File: src/rtl/evc_pkg.sv
package evc_pkg;
  // How a return treats the in-service record, decided by bit 0 of its word
  typedef enum logic {
    RET_UNWIND = 1'b0,
    RET_HOLD   = 1'b1
  } ret_kind_e;

  localparam int EVC_BASE_LVL = 11;
  localparam int EVC_NUM_LVL  = 4;
  localparam int EVC_STRIDE   = 4;
  localparam int EVC_AW       = 32;
endpackage

File: src/rtl/evc_pend_mask.sv
module evc_pend_mask #(
  parameter int N = 4
) (
  input  logic         clk,
  input  logic         rst_n,
  input  logic [N-1:0] raise_vec,
  input  logic [N-1:0] acc_vec,
  input  logic         gie_set,
  input  logic         gie_clr,
  input  logic [N-1:0] mask_wdata,
  output logic [N-1:0] pend_q,
  output logic [N-1:0] mask_q
);

  // one waiting flop per level; a raise outranks the clear on acceptance
  for (genvar g = 0; g < N; g++) begin : g_lvl
    logic wait_q;
    always_ff @(posedge clk or negedge rst_n) begin
      if (!rst_n)            wait_q <= 1'b0;
      else if (raise_vec[g]) wait_q <= 1'b1;
      else if (acc_vec[g])   wait_q <= 1'b0;
    end
    assign pend_q[g] = wait_q;
  end

  always_ff @(posedge clk or negedge rst_n) begin
    if (!rst_n)       mask_q <= '0;
    else if (gie_clr) mask_q <= '0;
    else if (gie_set) mask_q <= mask_wdata;
  end

  AST_MASK_CLEARED: assert property (@(posedge clk) disable iff (!rst_n)
    gie_clr |=> (mask_q == '0));

  AST_ACCEPT_DRAINS: assert property (@(posedge clk) disable iff (!rst_n)
    ((acc_vec & ~raise_vec) != '0) |=> ((pend_q & $past(acc_vec & ~raise_vec)) == '0));

endmodule

File: src/rtl/evc_active.sv
module evc_active
  import evc_pkg::*;
#(
  parameter int N = 4
) (
  input  logic         clk,
  input  logic         rst_n,
  input  logic [N-1:0] acc_vec,
  input  logic         rti_strb,
  input  logic         rti_lsb,
  output logic [N-1:0] active_q,
  output logic [N-1:0] cur_vec
);

  ret_kind_e    ret_kind;
  logic [N-1:0] drop_vec;
  logic [N-1:0] active_d;

  // current level: lowest-numbered bit in service
  always_comb begin
    logic seen;
    seen = 1'b0;
    for (int i = 0; i < N; i++) begin
      cur_vec[i] = active_q[i] & ~seen;
      seen       = seen | active_q[i];
    end
  end

  assign ret_kind = ret_kind_e'(rti_lsb);
  assign drop_vec = (rti_strb && ret_kind == RET_UNWIND) ? cur_vec : '0;
  assign active_d = (active_q & ~drop_vec) | acc_vec;

  always_ff @(posedge clk or negedge rst_n) begin
    if (!rst_n) active_q <= '0;
    else        active_q <= active_d;
  end

  AST_HOLD_KEEPS: assert property (@(posedge clk) disable iff (!rst_n)
    (rti_strb && rti_lsb && acc_vec == '0) |=> (active_q == $past(active_q)));

  AST_UNWIND_DROPS: assert property (@(posedge clk) disable iff (!rst_n)
    (rti_strb && !rti_lsb && active_q != '0 && acc_vec == '0)
      |=> ($countones(active_q) == $countones($past(active_q)) - 1));

endmodule

File: src/rtl/evc_arbiter.sv
module evc_arbiter #(
  parameter int N     = 4,
  parameter int IDX_W = 2
) (
  input  logic [N-1:0]     pend_q,
  input  logic [N-1:0]     mask_q,
  input  logic [N-1:0]     active_q,
  input  logic [N-1:0]     cur_vec,
  input  logic             self_nest_en,
  output logic             pick_vld,
  output logic [IDX_W-1:0] pick_idx,
  output logic             pick_self
);

  logic [N-1:0] cand;
  logic [N-1:0] outranks;
  logic [N-1:0] self_ok;
  logic [N-1:0] elig;

  assign cand    = pend_q & mask_q;
  assign self_ok = cur_vec & {N{self_nest_en}};

  // a level outranks the stack when nothing at its number or below is in service
  always_comb begin
    logic blk;
    blk = 1'b0;
    for (int i = 0; i < N; i++) begin
      blk         = blk | active_q[i];
      outranks[i] = ~blk;
    end
  end

  assign elig = cand & (outranks | self_ok);

  always_comb begin
    pick_vld = 1'b0;
    pick_idx = '0;
    for (int i = N - 1; i >= 0; i--) begin
      if (elig[i]) begin
        pick_vld = 1'b1;
        pick_idx = IDX_W'(i);
      end
    end
  end

  assign pick_self = self_ok[pick_idx];

endmodule

File: src/rtl/evc_offer.sv
module evc_offer #(
  parameter int N        = 4,
  parameter int IDX_W    = 2,
  parameter int AW       = 32,
  parameter int BASE_LVL = 11,
  parameter int STRIDE   = 4,
  parameter int LVL_W    = 4,
  parameter int OFF_W    = 4
) (
  input  logic             clk,
  input  logic             rst_n,
  input  logic             pick_vld,
  input  logic [IDX_W-1:0] pick_idx,
  input  logic             pick_self,
  input  logic [AW-1:1]    ret_pc_hi,
  input  logic             ent_ready,
  output logic             ent_valid,
  output logic [LVL_W-1:0] ent_level,
  output logic [OFF_W-1:0] ent_voff,
  output logic [AW-1:0]    ent_word,
  output logic [N-1:0]     off_vec
);

  logic             vld_q;
  logic [IDX_W-1:0] idx_q;
  logic [AW-1:0]    word_q;

  // capture into an empty slot; hold until accepted
  always_ff @(posedge clk or negedge rst_n) begin
    if (!rst_n) begin
      vld_q  <= 1'b0;
      idx_q  <= '0;
      word_q <= '0;
    end else if (!vld_q) begin
      if (pick_vld) begin
        vld_q  <= 1'b1;
        idx_q  <= pick_idx;
        word_q <= {ret_pc_hi, pick_self};
      end
    end else if (ent_ready) begin
      vld_q <= 1'b0;
    end
  end

  always_comb begin
    off_vec        = '0;
    off_vec[idx_q] = 1'b1;
  end

  assign ent_valid = vld_q;
  assign ent_level = LVL_W'(BASE_LVL) + LVL_W'(idx_q);
  assign ent_voff  = OFF_W'(idx_q) * OFF_W'(STRIDE);
  assign ent_word  = word_q;

  AST_OFFER_HELD: assert property (@(posedge clk) disable iff (!rst_n)
    (ent_valid && !ent_ready) |=> (ent_valid && $stable(ent_level) && $stable(ent_word)));

endmodule

File: src/rtl/irq_nest_ctrl.sv
module irq_nest_ctrl
  import evc_pkg::*;
#(
  parameter int N        = EVC_NUM_LVL,
  parameter int BASE_LVL = EVC_BASE_LVL,
  parameter int STRIDE   = EVC_STRIDE,
  parameter int AW       = EVC_AW,
  localparam int IDX_W   = (N > 1) ? $clog2(N) : 1,
  localparam int LVL_W   = $clog2(BASE_LVL + N),
  localparam int OFF_W   = $clog2(N * STRIDE)
) (
  input  logic             clk,
  input  logic             rst_n,
  input  logic [N-1:0]     raise_vec,
  input  logic             gie_set,
  input  logic             gie_clr,
  input  logic [N-1:0]     mask_wdata,
  input  logic             self_nest_en,
  input  logic [AW-1:1]    ret_pc_hi,
  input  logic             rti_strb,
  input  logic             rti_lsb,
  output logic             ent_valid,
  input  logic             ent_ready,
  output logic [LVL_W-1:0] ent_level,
  output logic [OFF_W-1:0] ent_voff,
  output logic [AW-1:0]    ent_word
);

  logic [N-1:0]     pend_q, mask_q, active_q, cur_vec, off_vec, acc_vec;
  logic             pick_vld, pick_self;
  logic [IDX_W-1:0] pick_idx;

  assign acc_vec = off_vec & {N{ent_valid & ent_ready}};

  evc_pend_mask #(.N(N)) u_pend (
    .clk(clk), .rst_n(rst_n), .raise_vec(raise_vec), .acc_vec(acc_vec),
    .gie_set(gie_set), .gie_clr(gie_clr), .mask_wdata(mask_wdata),
    .pend_q(pend_q), .mask_q(mask_q)
  );

  evc_active #(.N(N)) u_active (
    .clk(clk), .rst_n(rst_n), .acc_vec(acc_vec), .rti_strb(rti_strb),
    .rti_lsb(rti_lsb), .active_q(active_q), .cur_vec(cur_vec)
  );

  evc_arbiter #(.N(N), .IDX_W(IDX_W)) u_arb (
    .pend_q(pend_q), .mask_q(mask_q), .active_q(active_q), .cur_vec(cur_vec),
    .self_nest_en(self_nest_en), .pick_vld(pick_vld), .pick_idx(pick_idx),
    .pick_self(pick_self)
  );

  evc_offer #(.N(N), .IDX_W(IDX_W), .AW(AW), .BASE_LVL(BASE_LVL),
              .STRIDE(STRIDE), .LVL_W(LVL_W), .OFF_W(OFF_W)) u_offer (
    .clk(clk), .rst_n(rst_n), .pick_vld(pick_vld), .pick_idx(pick_idx),
    .pick_self(pick_self), .ret_pc_hi(ret_pc_hi), .ent_ready(ent_ready),
    .ent_valid(ent_valid), .ent_level(ent_level), .ent_voff(ent_voff),
    .ent_word(ent_word), .off_vec(off_vec)
  );

  // a plain (non-self-nested) offer never names a level already in service
  AST_NO_REENTRY: assert property (@(posedge clk) disable iff (!rst_n)
    (ent_valid && !ent_word[0]) |-> ((off_vec & active_q) == '0));

  // an offered level was enabled-independent but must have been waiting or just taken
  AST_RESET_IDLE: assert property (@(posedge clk) disable iff (!rst_n)
    $rose(ent_valid) |-> ($past(pend_q) != '0));

endmodule

File: config.mk
export PLATFORM = sky130hd
export DESIGN_NAME = irq_nest_ctrl
export DESIGN_NICKNAME = d
export VERILOG_FILES = /design/src/rtl/evc_pkg.sv /design/src/rtl/evc_pend_mask.sv /design/src/rtl/evc_active.sv /design/src/rtl/evc_arbiter.sv /design/src/rtl/evc_offer.sv /design/src/rtl/irq_nest_ctrl.sv
export SDC_FILE = /design/constraint.sdc
export NUM_CORES = 1
export LEC_CHECK = 0
export ABC_CLOCK_PERIOD_IN_PS = 4900
export BUFFER_PORTS_ARGS = -buffer_cell sky130_fd_sc_hd__buf_2
export CAP_MARGIN = 20
export CORE_AREA = 2 2 101 103
export CTS_BUF_LIST = sky130_fd_sc_hd__clkbuf_8
export CTS_CLUSTER_DIAMETER = 150
export DETAILED_ROUTE_END_ITERATION = 8
export DIE_AREA = 0 0 103 105
export PLACE_DENSITY = 0.45
export SLEW_MARGIN = 30
export SYNTH_ARGS = -nofsm -noshare
export SYNTH_HDL_FRONTEND = slang
export SYNTH_SLANG_ARGS = --single-unit
File: constraint.sdc
create_clock -name clk -period 4.9 [get_ports clk]
set_input_delay 0.49 -clock clk [delete_from_list [all_inputs] [get_ports clk]]
set_output_delay 0.49 -clock clk [all_outputs]
set_load 0.05 [all_outputs]
## After elaboration in Yosys (flattened, before gate mapping)

Index checks and enable logic that the tools add are counted.

| storage, ports and cells | value |
|---|---|
| latch bits | 0 |
| bits in read-only memories | 0 |
| RAM bits | 0 |
| memories kept | 0 |
| bits in registers | 47 |
| bits of input ports | 47 |

| operators by class | value |
|---|---|
| reduce and logical (&&, ||, !) cells | 8 |
| shift-type cells | 0 |
| mux-type cells | 26 |
| bitwise logic cells | 21 |
| $add $sub $neg | 1 |
| $mul | 0 |
| divide/modulo/power cells | 0 |
| $lt $le $gt $ge | 3 |
| equality and inequality tests | 0 |

Operator list:

| operator | number |
|---|---|
| $and A4 B4 Y4 | 5 |
| $mux W1 | 17 |
| $mux W4 | 3 |
| $reduce_bool A2 Y1 | 5 |
| $mux W2 | 4 |
| $or A4 B4 Y4 | 2 |
| $lt A2 B3 Y1 const B | 2 |
| $not A1 Y1 | 6 |
| $add A4 B2 Y4 const A | 1 |
| $and A1 B1 Y1 | 4 |
| $not A4 Y4 | 1 |
| $or A1 B1 Y1 | 3 |
| $bmux W1 S2 | 1 |
| $demux W1 S2 | 1 |
| $ge A2 B1 Y1 const B | 1 |
| $logic_and A1 B1 Y1 | 2 |
| $reduce_and A2 Y1 | 1 |

## Depth between registers and ports, before layout

Gate-level depths: netlist of the first run.

| depth | value |
|---|---|
| word-level depth | 13 |
| depth in mapped cells | 6 |
| mapped depth without buffers | 4 |

## Cells and area by module

A second synthesis of the first run with hierarchy kept.

| second synthesis, totals | value |
|---|---|
| cells, all modules | 164 |
| area, all modules | 2302.2 sq um |

By module, submodules not included:

| module | area each (sq um) | instances | cells an instance | seq. area each (sq um) |
|---|---|---|---|---|
| evc_offer | 1567.8 | 1 | 90 | 875.8 |
| evc_pend_mask | 341.6 | 1 | 29 | 200.2 |
| evc_active | 193.9 | 1 | 17 | 100.1 |
| evc_arbiter | 173.9 | 1 | 24 | 0.0 |
| irq_nest_ctrl | 25.0 | 1 | 4 | 0.0 |

## Worst setup path after synthesis of the first run

No wires, ideal clock.

| timing path | value |
|---|---|
| kind | reg2out |
| from | register u_offer.idx_q[0] |
| to | output port ent_level[1] |
| slack | 2.670 ns |
| required time | 4.410 ns |
| buffers on the path | 0 |
| arrival | 1.740 ns |
| cell stages (with the launch flop) | 4 |
| cell sequence | dfrtp_1 > inv_1 > ha_1 > inv_1 |

| between the ends | value |
|---|---|
| longest elaborated chain between the ends | 1 |

RTL lines:

| item | RTL line | text |
|---|---|---|
| from (decl) | evc_offer.sv:25 | `logic [IDX_W-1:0] idx_q;` |
| from (signal assigned) | evc_offer.sv:37 | `idx_q <= pick_idx;` |
| $add A4 B2 Y4 | evc_offer.sv:51 | `assign ent_level = LVL_W'(BASE_LVL) + LVL_W'(idx_q);` |
| to (decl) | irq_nest_ctrl.sv:24 | `output logic [LVL_W-1:0] ent_level,` |

Every way passes these cells.

## Worst setup path after layout of the first run

| timing path | value |
|---|---|
| from | register u_active.active_q[1] |
| to | register u_offer.idx_q[0] |

| between the ends | value |
|---|---|
| longest elaborated chain between the ends | 12 |
| elaborated cells between the ends (all ways) | 21 |

RTL lines:

| item | RTL line | text |
|---|---|---|
| from (decl) | evc_active.sv:11 | `output logic [N-1:0] active_q,` |
| from (signal assigned) | evc_active.sv:35 | `else active_q <= active_d;` |
| $or A1 B1 Y1 (2 in a row) | evc_active.sv:25, evc_arbiter.sv:28 |  |
| $not A1 Y1 | evc_active.sv:24, evc_arbiter.sv:29 |  |
| $and A1 B1 Y1 | evc_active.sv:24 | `cur_vec[i] = active_q[i] & ~seen;` |
| $and A4 B4 Y4 | evc_arbiter.sv:21 | `assign self_ok = cur_vec & {N{self_nest_en}};` |
| $or A4 B4 Y4 (*) | evc_arbiter.sv:33 | `assign elig = cand & (outranks \| self_ok);` |
| $and A4 B4 Y4 (*) | evc_arbiter.sv:33 |  |
| $mux W1 (4 in a row) | evc_arbiter.sv:39 | `if (elig[i]) begin` |
| $reduce_and A2 Y1 (no line) | -- |  |

Mark *: on every way between the ends. The rest lies on a longest branch, timed or not.
A chain may end at the register's enable or synchronous reset.

==> results of run 1 <==
-- worst max path at each step --
| stage | cells past startpoint | to | slack, ns | from |
|---|---|---|---|---|
| after global routing | 5 | u_offer.ent_word[26] | 2.31 | u_active.active_q[0] |
| after detailed placement | 6 | u_offer.ent_word[28] | 2.32 | self_nest_en |
| final | 5 | u_offer.idx_q[0] | 2.48 | u_active.active_q[1] |
| after CTS | 5 | u_offer.idx_q[0] | 2.44 | u_active.active_q[1] |
| after floorplan | 3 | ent_level[1] | 2.67 | u_offer.idx_q[0] |
| after global placement | 6 | u_offer.ent_word[26] | 1.97 | self_nest_en |
-- metrics by stage --
stage	hold slack (ns)	util, %	cells	cell area [sq um]	total power, mW
global placement	0.463	28.0	365	2700	1.91
detailed placement	0.467	28.3	366	2730	1.92
floorplan	0.194	-	157	2190	1.67
global route	0.250	29.2	373	2820	2.26
finish	0.210	29.2	373	2820	2.14
CTS	0.221	29.2	373	2820	2.18
-- layer usage --
layer	vias up	global-route usage (%)
met1	698	11.2
met4	0	1.97
met5	-	0
met2	51	13.3
li1	708	-
met3	2	2.47
-- where the power goes --
group	internal [mW]	total [mW]	switching (mW)
registers	0.555	0.682	0.127
logic	0.426	1.22	0.799
clock network	0.111	0.236	0.125
total	1.09	2.14	1.05
-- cell type report --
type	instances	area [sq um]	share of cell area, %
Sequential cell	47	1180	41.8
Inverter	5	18.8	0.666
Tap cell	133	166	5.91
Clock inverter	1	5.00	0.178
Clock buffer	6	82.6	2.93
Timing Repair Buffer	86	458	16.3
Multi-Input combinational cell	95	910	32.3
-- synth_stat cells, types with 2 or more instances --
cell type | number | area share (%)
nor2_1 | 6 | 1.0
inv_1 | 5 | 0.86
mux2i_1 | 4 | 1.8
nand2b_1 | 2 | 0.57
buf_6 | 3 | 1.5
nor2b_1 | 2 | 0.57
a21o_1 | 5 | 1.7
nand3_1 | 6 | 1.4
dfrtp_1 | 47 | 54
a31oi_1 | 2 | 0.57
ha_1 | 4 | 2.3
conb_1 | 2 | 0.34
buf_4 | 6 | 2.1
nand4_1 | 2 | 0.57
o21a_1 | 2 | 0.69
mux2_4 | 30 | 21
nand2_1 | 9 | 1.5
mux2_2 | 3 | 1.5
a21oi_1 | 3 | 0.69
-- registers in the layout, indices dropped and copies added (netlist names) --
name and flops:
u_offer.ent_word 32, u_active.active_q 4, u_pend.g_lvl.wait_q 4, u_pend.mask_q 4, u_offer.idx_q 2, u_offer.ent_valid 1
-- kinds of logic after synthesis --
group	count (synthesis)	share of synthesized area, %
adder cells (fa/ha/maj)	4	2.29
AO/OA/AOI/OAI	21	8.37
buffers and inverters	15	4.64
AND/OR/NAND/NOR	30	6.48
multiplexers	37	24.0
other	2	0.344
flip-flops	47	53.9
-- critical path: cells and delay by family, from the launching register on --
family          cells  cell delay [ns]
buf+inv             1             0.35
mux                 1             0.32
flops               1             0.49
simple gates        1             0.20
compound gates      2             0.95
==> metrics.txt, run 1 <==
CP required 5.08 ns; outcome finished, final reports clean; Die Area 10800 sq um; NumNets Final 291; gr ovfl total 0; Top FF cell, synth dfrtp_1; CP Data Arrival Time 2.60 ns; CTS root buffer clkbuf_8; H-Tree Depth 2; RR Endpoint u_offer.idx_q[0]; Post-synth EDFFs 0; sequential cell area fraction in the yosys report 53.9%; DP Wirelength 3430 um; Setup WS pre-CTS 2.32 ns; max frequency 0.413 GHz; Port Buf Inserts 84; routed vias 1459; most common cell after layout, fill and taps aside buf_2; Async SR Flop Fraction 100%; area growth from synthesis to layout 29.0%; #FFs+latches synth 47; worst skew pair latency 0.29 ns; top sig layer met4; reg-to-reg slack, setup 2.48 ns; Synth Instances 156; number of setup violations in the final report 0; Overall Global Routing Usage 8.38%; IO Count 88; clk slew on worst S/H paths 0.09 ns; Max VDD drop 0.410 mV; RSZ-0062 raised after global routing false; core area 9640 sq um; CTS sink count 47; Avg Vias per Cell 3.91; worst-path fanout max 12; Pwr Density 761 nW/um^2; Pre-Repair DR Iteration Count 2; Ant. Diodes 0; count of cell types in the netlist 32; max cap viols 0; WL final 4620 um; share of cells above drive strength 1 53.8%; fin crit period 2.42 ns; Final GP Congestion 0.726; critical path's slowest cell a31oi_4; DRT met1 WL 2200 um; Post-route DRC 0; path type of the worst min-delay path input port to asynchronous set/reset pin; largest net degree at the start of global routing 48; metal3 WL 244 um; Post CTS Setup Buffer Count 0; synth warn 0; hold buffer count at cts 0; die width 103 um; FF-to-FF path depth 5; TritonCTS Buffers 5; initial core utilization 22.7%; Syn Area/Cell 14.0 sq um; initial drt markers 15; Least-Margin Pin Slew 0.661 ns; final period utilization 49.4%; FILL cells 1034; startpoint types flip-flop; Hold Fails Final Rpt 0; Final ANT Viol Nets 0; wire per inst 12.4 um; first-pass GRT wire length 7090 um; Max Buffers Root-to-Sink 2; row count 36; clk_skew 0.00651 ns; CTS resizes 0; Worst Setup Slack, final 2.48 ns; Worst path max stage delay 0.58 ns; vias in the first global route 1425; antenna violations before repair 0; Max-slew headroom 55.9%; Crit. End Element flip-flop; worst r2r src u_active.active_q[1]; most frequent cells in the layout buf_2 (83), dfrtp_1 (47), mux2_4 (30); CP cell instances nor2b_1 -> o32a_4 -> a31oi_4 -> buf_4 -> mux2_4; Slew Viols, Final 0; die height 105 um; met2 WL 2160 um; setup total negative slack 0 ns; TritonCTS clock tree yes; WS Path Type flip-flop to flip-flop; Syn Std Cell Area 2180 sq um; Static Leak 1.38 nW
Power figures use the tool's default switching activity.
==> run 2, diff against run 1 <==
--- a/config.mk
+++ b/config.mk
@@ -5,15 +5,16 @@
 export SDC_FILE = /design/constraint.sdc
 export NUM_CORES = 1
 export LEC_CHECK = 0
-export ABC_CLOCK_PERIOD_IN_PS = 4900
+export ABC_AREA = 1
+export ABC_CLOCK_PERIOD_IN_PS = 2300
 export BUFFER_PORTS_ARGS = -buffer_cell sky130_fd_sc_hd__buf_2
 export CAP_MARGIN = 20
-export CORE_AREA = 2 2 101 103
+export CORE_AREA = 2 2 99 101
 export CTS_BUF_LIST = sky130_fd_sc_hd__clkbuf_8
 export CTS_CLUSTER_DIAMETER = 150
 export DETAILED_ROUTE_END_ITERATION = 8
-export DIE_AREA = 0 0 103 105
-export PLACE_DENSITY = 0.45
+export DIE_AREA = 0 0 101 103
+export PLACE_DENSITY = 0.46
 export SLEW_MARGIN = 30
 export SYNTH_ARGS = -nofsm -noshare
 export SYNTH_HDL_FRONTEND = slang
==> constraint.sdc (replaced) <==
create_clock -name clk -period 2.3 [get_ports clk]
set_input_delay 0.23 -clock clk [delete_from_list [all_inputs] [get_ports clk]]
set_output_delay 0.23 -clock clk [all_outputs]
set_load 0.05 [all_outputs]
==> run 2 against run 1 <==
Setup slack worse by 1.9 ns; clock skew is 0.0032 ns higher; register-to-register slack got worse by 1.9 ns; hold slack got worse by 0.097 ns; total power rose by 97%; cell count rose by 18%; sequential share of layout area increased by 1.6 points; largest cell class unchanged; first-iteration DRC count increased by 130%; global-route usage up 1.7 points; utilization shrank 0.53 points; largest power group unchanged.
==> metrics.txt, run 2 <==
outcome finished, final reports clean; gr ovfl total 0; Max Buffers Root-to-Sink 2; CTS sink count 47; vias in the first global route 1682; die width 101 um; NumNets Final 380; worst-path fanout max 22; Port Buf Inserts 84; setup total negative slack 0 ns; Final ANT Viol Nets 0; Pre-Repair DR Iteration Count 4; Avg Vias per Cell 3.99; WS Path Type flip-flop to flip-flop; TritonCTS clock tree yes; Max VDD drop 0.543 mV; routed vias 1762; wire per inst 11.6 um; Synth top area share 55.8%; final period utilization 73.8%; largest net degree at the start of global routing 36; top post-synthesis cells by count nand2_1 (108), dfrtp_1 (47), inv_1 (17); CP required 2.53 ns; worst skew pair latency 0.29 ns; Slew Viols, Final 0; most common cell after layout, fill and taps aside nand2_1; Post-synth EDFFs 0; startpoint types flip-flop; Pwr Density 1560 nW/um^2; Async SR Flop Fraction 100%; first-pass GRT wire length 8110 um; FILL cells 1057; initial core utilization 22.3%; Static Leak 1.52 nW; Syn Area/Cell 8.71 sq um; Final GP Congestion 0.830; path type of the worst min-delay path input port to flip-flop; Worst Setup Slack, final 0.603 ns; post-synth top area cell dfrtp_1; Syn Std Cell Area 2110 sq um; most area-consuming cells after synthesis dfrtp_1 (56%), nand2_1 (19%), inv_1 (3.0%), o21ai_0 (2.6%), ha_1 (2.4%); TritonCTS Buffers 5; WL final 5110 um; Ant. Diodes 0; max cap viols 0; row count 36; fin crit period 1.70 ns; area growth from synthesis to layout 28.7%; initial drt markers 35; RSZ-0062 raised after global routing false; DP Wirelength 3830 um; Hold Fails Final Rpt 0; max frequency 0.589 GHz; clk_skew 0.00973 ns; clk slew on worst S/H paths 0.08 ns; sequential cell area fraction in the yosys report 55.8%; count of cell types in the netlist 22; CTS resizes 0; Post-route DRC 0; CP Data Arrival Time 1.93 ns; Crit. End Element flip-flop; Die Area 10400 sq um; share of cells above drive strength 1 34.5%; Setup WS pre-CTS 0.590 ns; H-Tree Depth 2; die height 103 um; Synth Instances 242; total power 4.22 mW; IO Count 88; antenna violations before repair 0; Top FF cell, synth dfrtp_1; most common cell in the netlist nand2_1; #FFs+latches synth 47; number of setup violations in the final report 0; max FFs per register 32; core area 9460 sq um; CTS root buffer clkbuf_8; Final Util 28.7%; synth warn 0; most frequent cells in the layout nand2_1 (108), buf_2 (84), dfrtp_1 (47); Overall Global Routing Usage 10.0%
==> run 2: worst max-delay path, cell delays in order, from the launching register on <==
cell     delay, ns
dfrtp_1       0.44
inv_2         0.09
nand2_2       0.06
nor2_4        0.10
inv_2         0.06
nor2_4        0.12
nor2_4        0.06
a21oi_4       0.36
buf_12        0.22
nand2_1       0.07
nand2_1       0.05
==> run 2: repair_timing <==
item | in CTS | in global routing
hold buffers | 1 | 0
buffers inserted | 0 | 0
endpoints found under the hold margin | 16 | 0
==> run 2: path summary, 6_finish.rpt <==
check / start / to / slack (ns) / cells after the start
setup reg to reg: u_active.active_q[0] / u_offer.ent_word[20] / 0.60 / 10
max in group asynchronous: rst_n / u_offer.ent_word[4] / 1.29 / 3
hold / removal: raise_vec[1] / u_pend.g_lvl[1].wait_q / 0.11 / 2
hold reg to reg: u_offer.ent_word[29] / u_offer.ent_word[29] / 0.48 / 2
min in group asynchronous: rst_n / u_offer.ent_word[0] / 0.41 / 2
setup / recovery: u_active.active_q[0] / u_offer.ent_word[20] / 0.60 / 10
==> run 2: through the flow <==
stage | std cells | instance area [sq um] | hold WS, ns
after floorplan | 243 | 2110 | -0.0656
after global placement | 435 | 2630 | 0.204
after detailed placement | 435 | 2630 | 0.201
after CTS | 442 | 2710 | 0.100
after global routing | 442 | 2710 | 0.102
final | 442 | 2710 | 0.112
==> run 2: cell type report <==
cell class              instances  area [sq um]  area share [%]
flip-flops and latches         47          1180            43.3
multi-input cells             165           774            28.5
repair buffers                 88           465            17.2
well taps                     114           143            5.26
inverters                      22          82.6            3.04
clock buffers                   5          68.8            2.54
clock inverters                 1          3.75           0.138
==> run 2: kinds of logic (layout without fill, tap and decap cells) <==
kind of cell	Yosys count	in the layout	synth area share, %
other	2	3	0.356
AO/OA/AOI/OAI	20	20	5.88
flip-flops	47	47	55.8
buffers and inverters	31	116	7.66
AND/OR/NAND/NOR	138	138	28.0
adder cells (fa/ha/maj)	4	4	2.37
==> run 2: where the power goes <==
part	internal (mW)	total [mW]	switching, mW
clock network	0.199	0.467	0.268
registers	1.17	1.38	0.216
logic	0.546	2.37	1.83
total	1.91	4.22	2.31
==> run 2: per-layer routing <==
layer	part of all wire [%]	vias up	track usage (%)
met4	0.67	0	2.81
met5	0	-	0
met2	48	48	16.7
li1	-	903	-
met3	5.6	4	3.19
met1	46	807	12.6
==> run 3, diff against run 2 <==
--- a/config.mk
+++ b/config.mk
@@ -6,7 +6,7 @@
 export NUM_CORES = 1
 export LEC_CHECK = 0
 export ABC_AREA = 1
-export ABC_CLOCK_PERIOD_IN_PS = 2300
+export ABC_CLOCK_PERIOD_IN_PS = 1400
 export BUFFER_PORTS_ARGS = -buffer_cell sky130_fd_sc_hd__buf_2
 export CAP_MARGIN = 20
 export CORE_AREA = 2 2 99 101
@@ -14,7 +14,7 @@
 export CTS_CLUSTER_DIAMETER = 150
 export DETAILED_ROUTE_END_ITERATION = 8
 export DIE_AREA = 0 0 101 103
-export PLACE_DENSITY = 0.46
+export PLACE_DENSITY = 0.47
 export SLEW_MARGIN = 30
 export SYNTH_ARGS = -nofsm -noshare
 export SYNTH_HDL_FRONTEND = slang
==> constraint.sdc (replaced) <==
create_clock -name clk -period 1.4 [get_ports clk]
set_input_delay 0.14 -clock clk [delete_from_list [all_inputs] [get_ports clk]]
set_output_delay 0.14 -clock clk [all_outputs]
set_load 0.05 [all_outputs]
==> run 3 against run 2 <==
The flow now finishes with violations (setup timing); setup slack worse by 0.76 ns; critical path type unchanged; maximum frequency rose by 8.9%; count of clock-buffer cells in the layout is 1 higher; clock power increased by 130%; highest routed layer unchanged; global-route usage is 0.80 points higher; largest power group unchanged; combinational power grew 110%.
==> metrics.txt, run 3 (synthesis results as in run 2) <==
outcome complete, but fails checks; failing checks setup timing; max FFs per register 32; post-route cell area 3130 sq um; critical path launch point u_active.active_q[0]; share of cells above drive strength 1 47.7%; Overall Global Routing Usage 10.8%; setup total negative slack -4.25 ns; CTS root buffer clkbuf_8; Crit. End Element flip-flop; worst-path fanout max 7; final hold slack 0.0103 ns; total power 8.27 mW; FF-to-FF path depth 11; Post-route DRC 0; final period utilization 111%; Final ANT Viol Nets 0; WS Path Type flip-flop to flip-flop; wire per inst 12.8 um; DRT met1 WL 2560 um; Max VDD drop 0.908 mV; top sig layer met4; RSZ-0062 raised after global routing true; DP Wirelength 3840 um; TritonCTS Buffers 5; Static Leak 1.70 nW; Die Area 10400 sq um; worst skew pair latency 0.30 ns; TritonCTS clock tree yes; vias in the first global route 1847; initial drt markers 25; largest net degree at the start of global routing 28; row count 36; Avg Vias per Cell 4.11; Final GP Congestion 0.750; Max Buffers Root-to-Sink 2; P_int 4.09 mW; antenna violations before repair 0; CTS sink count 47; core area 9460 sq um; H-Tree Depth 2; first-pass GRT wire length 8860 um; Sw Pwr 4.18 mW; startpoint types flip-flop; Setup WS pre-CTS -0.127 ns; Reg power frac 27.5%; CP required 1.64 ns; CP Data Arrival Time 1.80 ns; initial core utilization 22.3%; clk_skew 0.00865 ns; max frequency 0.642 GHz; Ant. Diodes 0; Hold Fails Final Rpt 0; reg-to-reg slack, setup -0.16 ns; die width 101 um; Port Buf Inserts 84; metal3 WL 280 um; WL final 5980 um; Pwr Density 2640 nW/um^2; most common cell after layout, fill and taps aside nand2_1; max cap viols 0; fin crit period 1.56 ns; path type of the worst min-delay path input port to flip-flop; Post-Place Cell Area 2720 sq um; Slew Viols, Final 0; Clock power frac 12.9%; fraction of power consumed by combinational cells 59.6%; RR Endpoint u_offer.ent_word[19]; clk slew on worst S/H paths 0.09 ns; IO Count 88; number of setup violations in the final report 36; Pre-Repair DR Iteration Count 4; die height 103 um; worst r2r src u_active.active_q[0]; NumNets Final 402; routed vias 1914; Switching Fraction 50.5%; most frequent cells in the layout nand2_1 (91), buf_2 (82), dfrtp_1 (44); area growth from synthesis to layout 48.5%; met2 WL 3060 um; Worst Setup Slack, final -0.158 ns; worst setup path end u_offer.ent_word[19]; gr ovfl total 0
## run 3: changes by cell type in the layout (fill, tap and decap cells not counted), sizes merged
cell,previous run,this run
clkinvlp,0,3
bufinv,0,1
inv,23,19
clkinv,0,1
clkbuf,5,9
buf,87,106
## run 3: worst max-delay path, stage by stage (launching register included)
cell and delay [ns]:
dfrtp_2 0.46, inv_2 0.08, nand2_2 0.07, nor2_4 0.11, inv_2 0.05, nor2_4 0.10
nor2_4 0.05, a21oi_4 0.17, buf_12 0.14, clkbuf_16 0.16, nand2_2 0.05, nand2_1 0.05
## run 3: per-stage QoR
stage / cells / utilization, %
after floorplan: 243 / -
after global placement: 442 / 28.8
after detailed placement: 442 / 28.8
after CTS: 455 / 30.6
after global routing: 466 / 33.1
final: 466 / 33.1
## run 3: how the worst min path moves through the flow
stage | startpoint | to | cells past startpoint
final | raise_vec[1] | u_pend.g_lvl[1].wait_q | 2
after global routing | raise_vec[1] | u_pend.g_lvl[1].wait_q | 2
after CTS | raise_vec[1] | u_pend.g_lvl[1].wait_q | 2
after global placement | rst_n | u_active.active_q[2] | 1
after detailed placement | rst_n | u_pend.mask_q[3] | 1
after floorplan | rst_n | u_active.active_q[0] | 0
## run 3: timing repair
action	in CTS	in global routing
endpoints found under the setup margin	36	37
cloned	0	4
setup buffers	4	7
gates resized for setup	7	31
endpoints found under the hold margin	18	0
pin swaps	0	9
hold buffers	1	0
## run 3: layout make-up
class                   instances  area, sq um
fillers                      1040         6330
flip-flops and latches         47         1180
multi-input cells             165          861
repair buffers                110          736
well taps                     114          143
inverters                      22         93.8
clock buffers                   6         82.6
clock inverters                 2         35.0
## run 3: metal layers
layer	vias up	global-route usage, %
met2	55	18.4
li1	949	-
met1	903	13.4
met3	7	2.92
met5	-	0
met4	0	3.64
## run 3: power groups by stage
stage	clock (mW)	combinational [mW]	sequential (mW)
finish	1.07	4.93	2.28
global route	1.16	5.32	2.34
CTS	1.11	4.38	2.27
detailed placement	0	4.23	2.29
global placement	0	4.20	2.29
floorplan	0	1.46	3.95
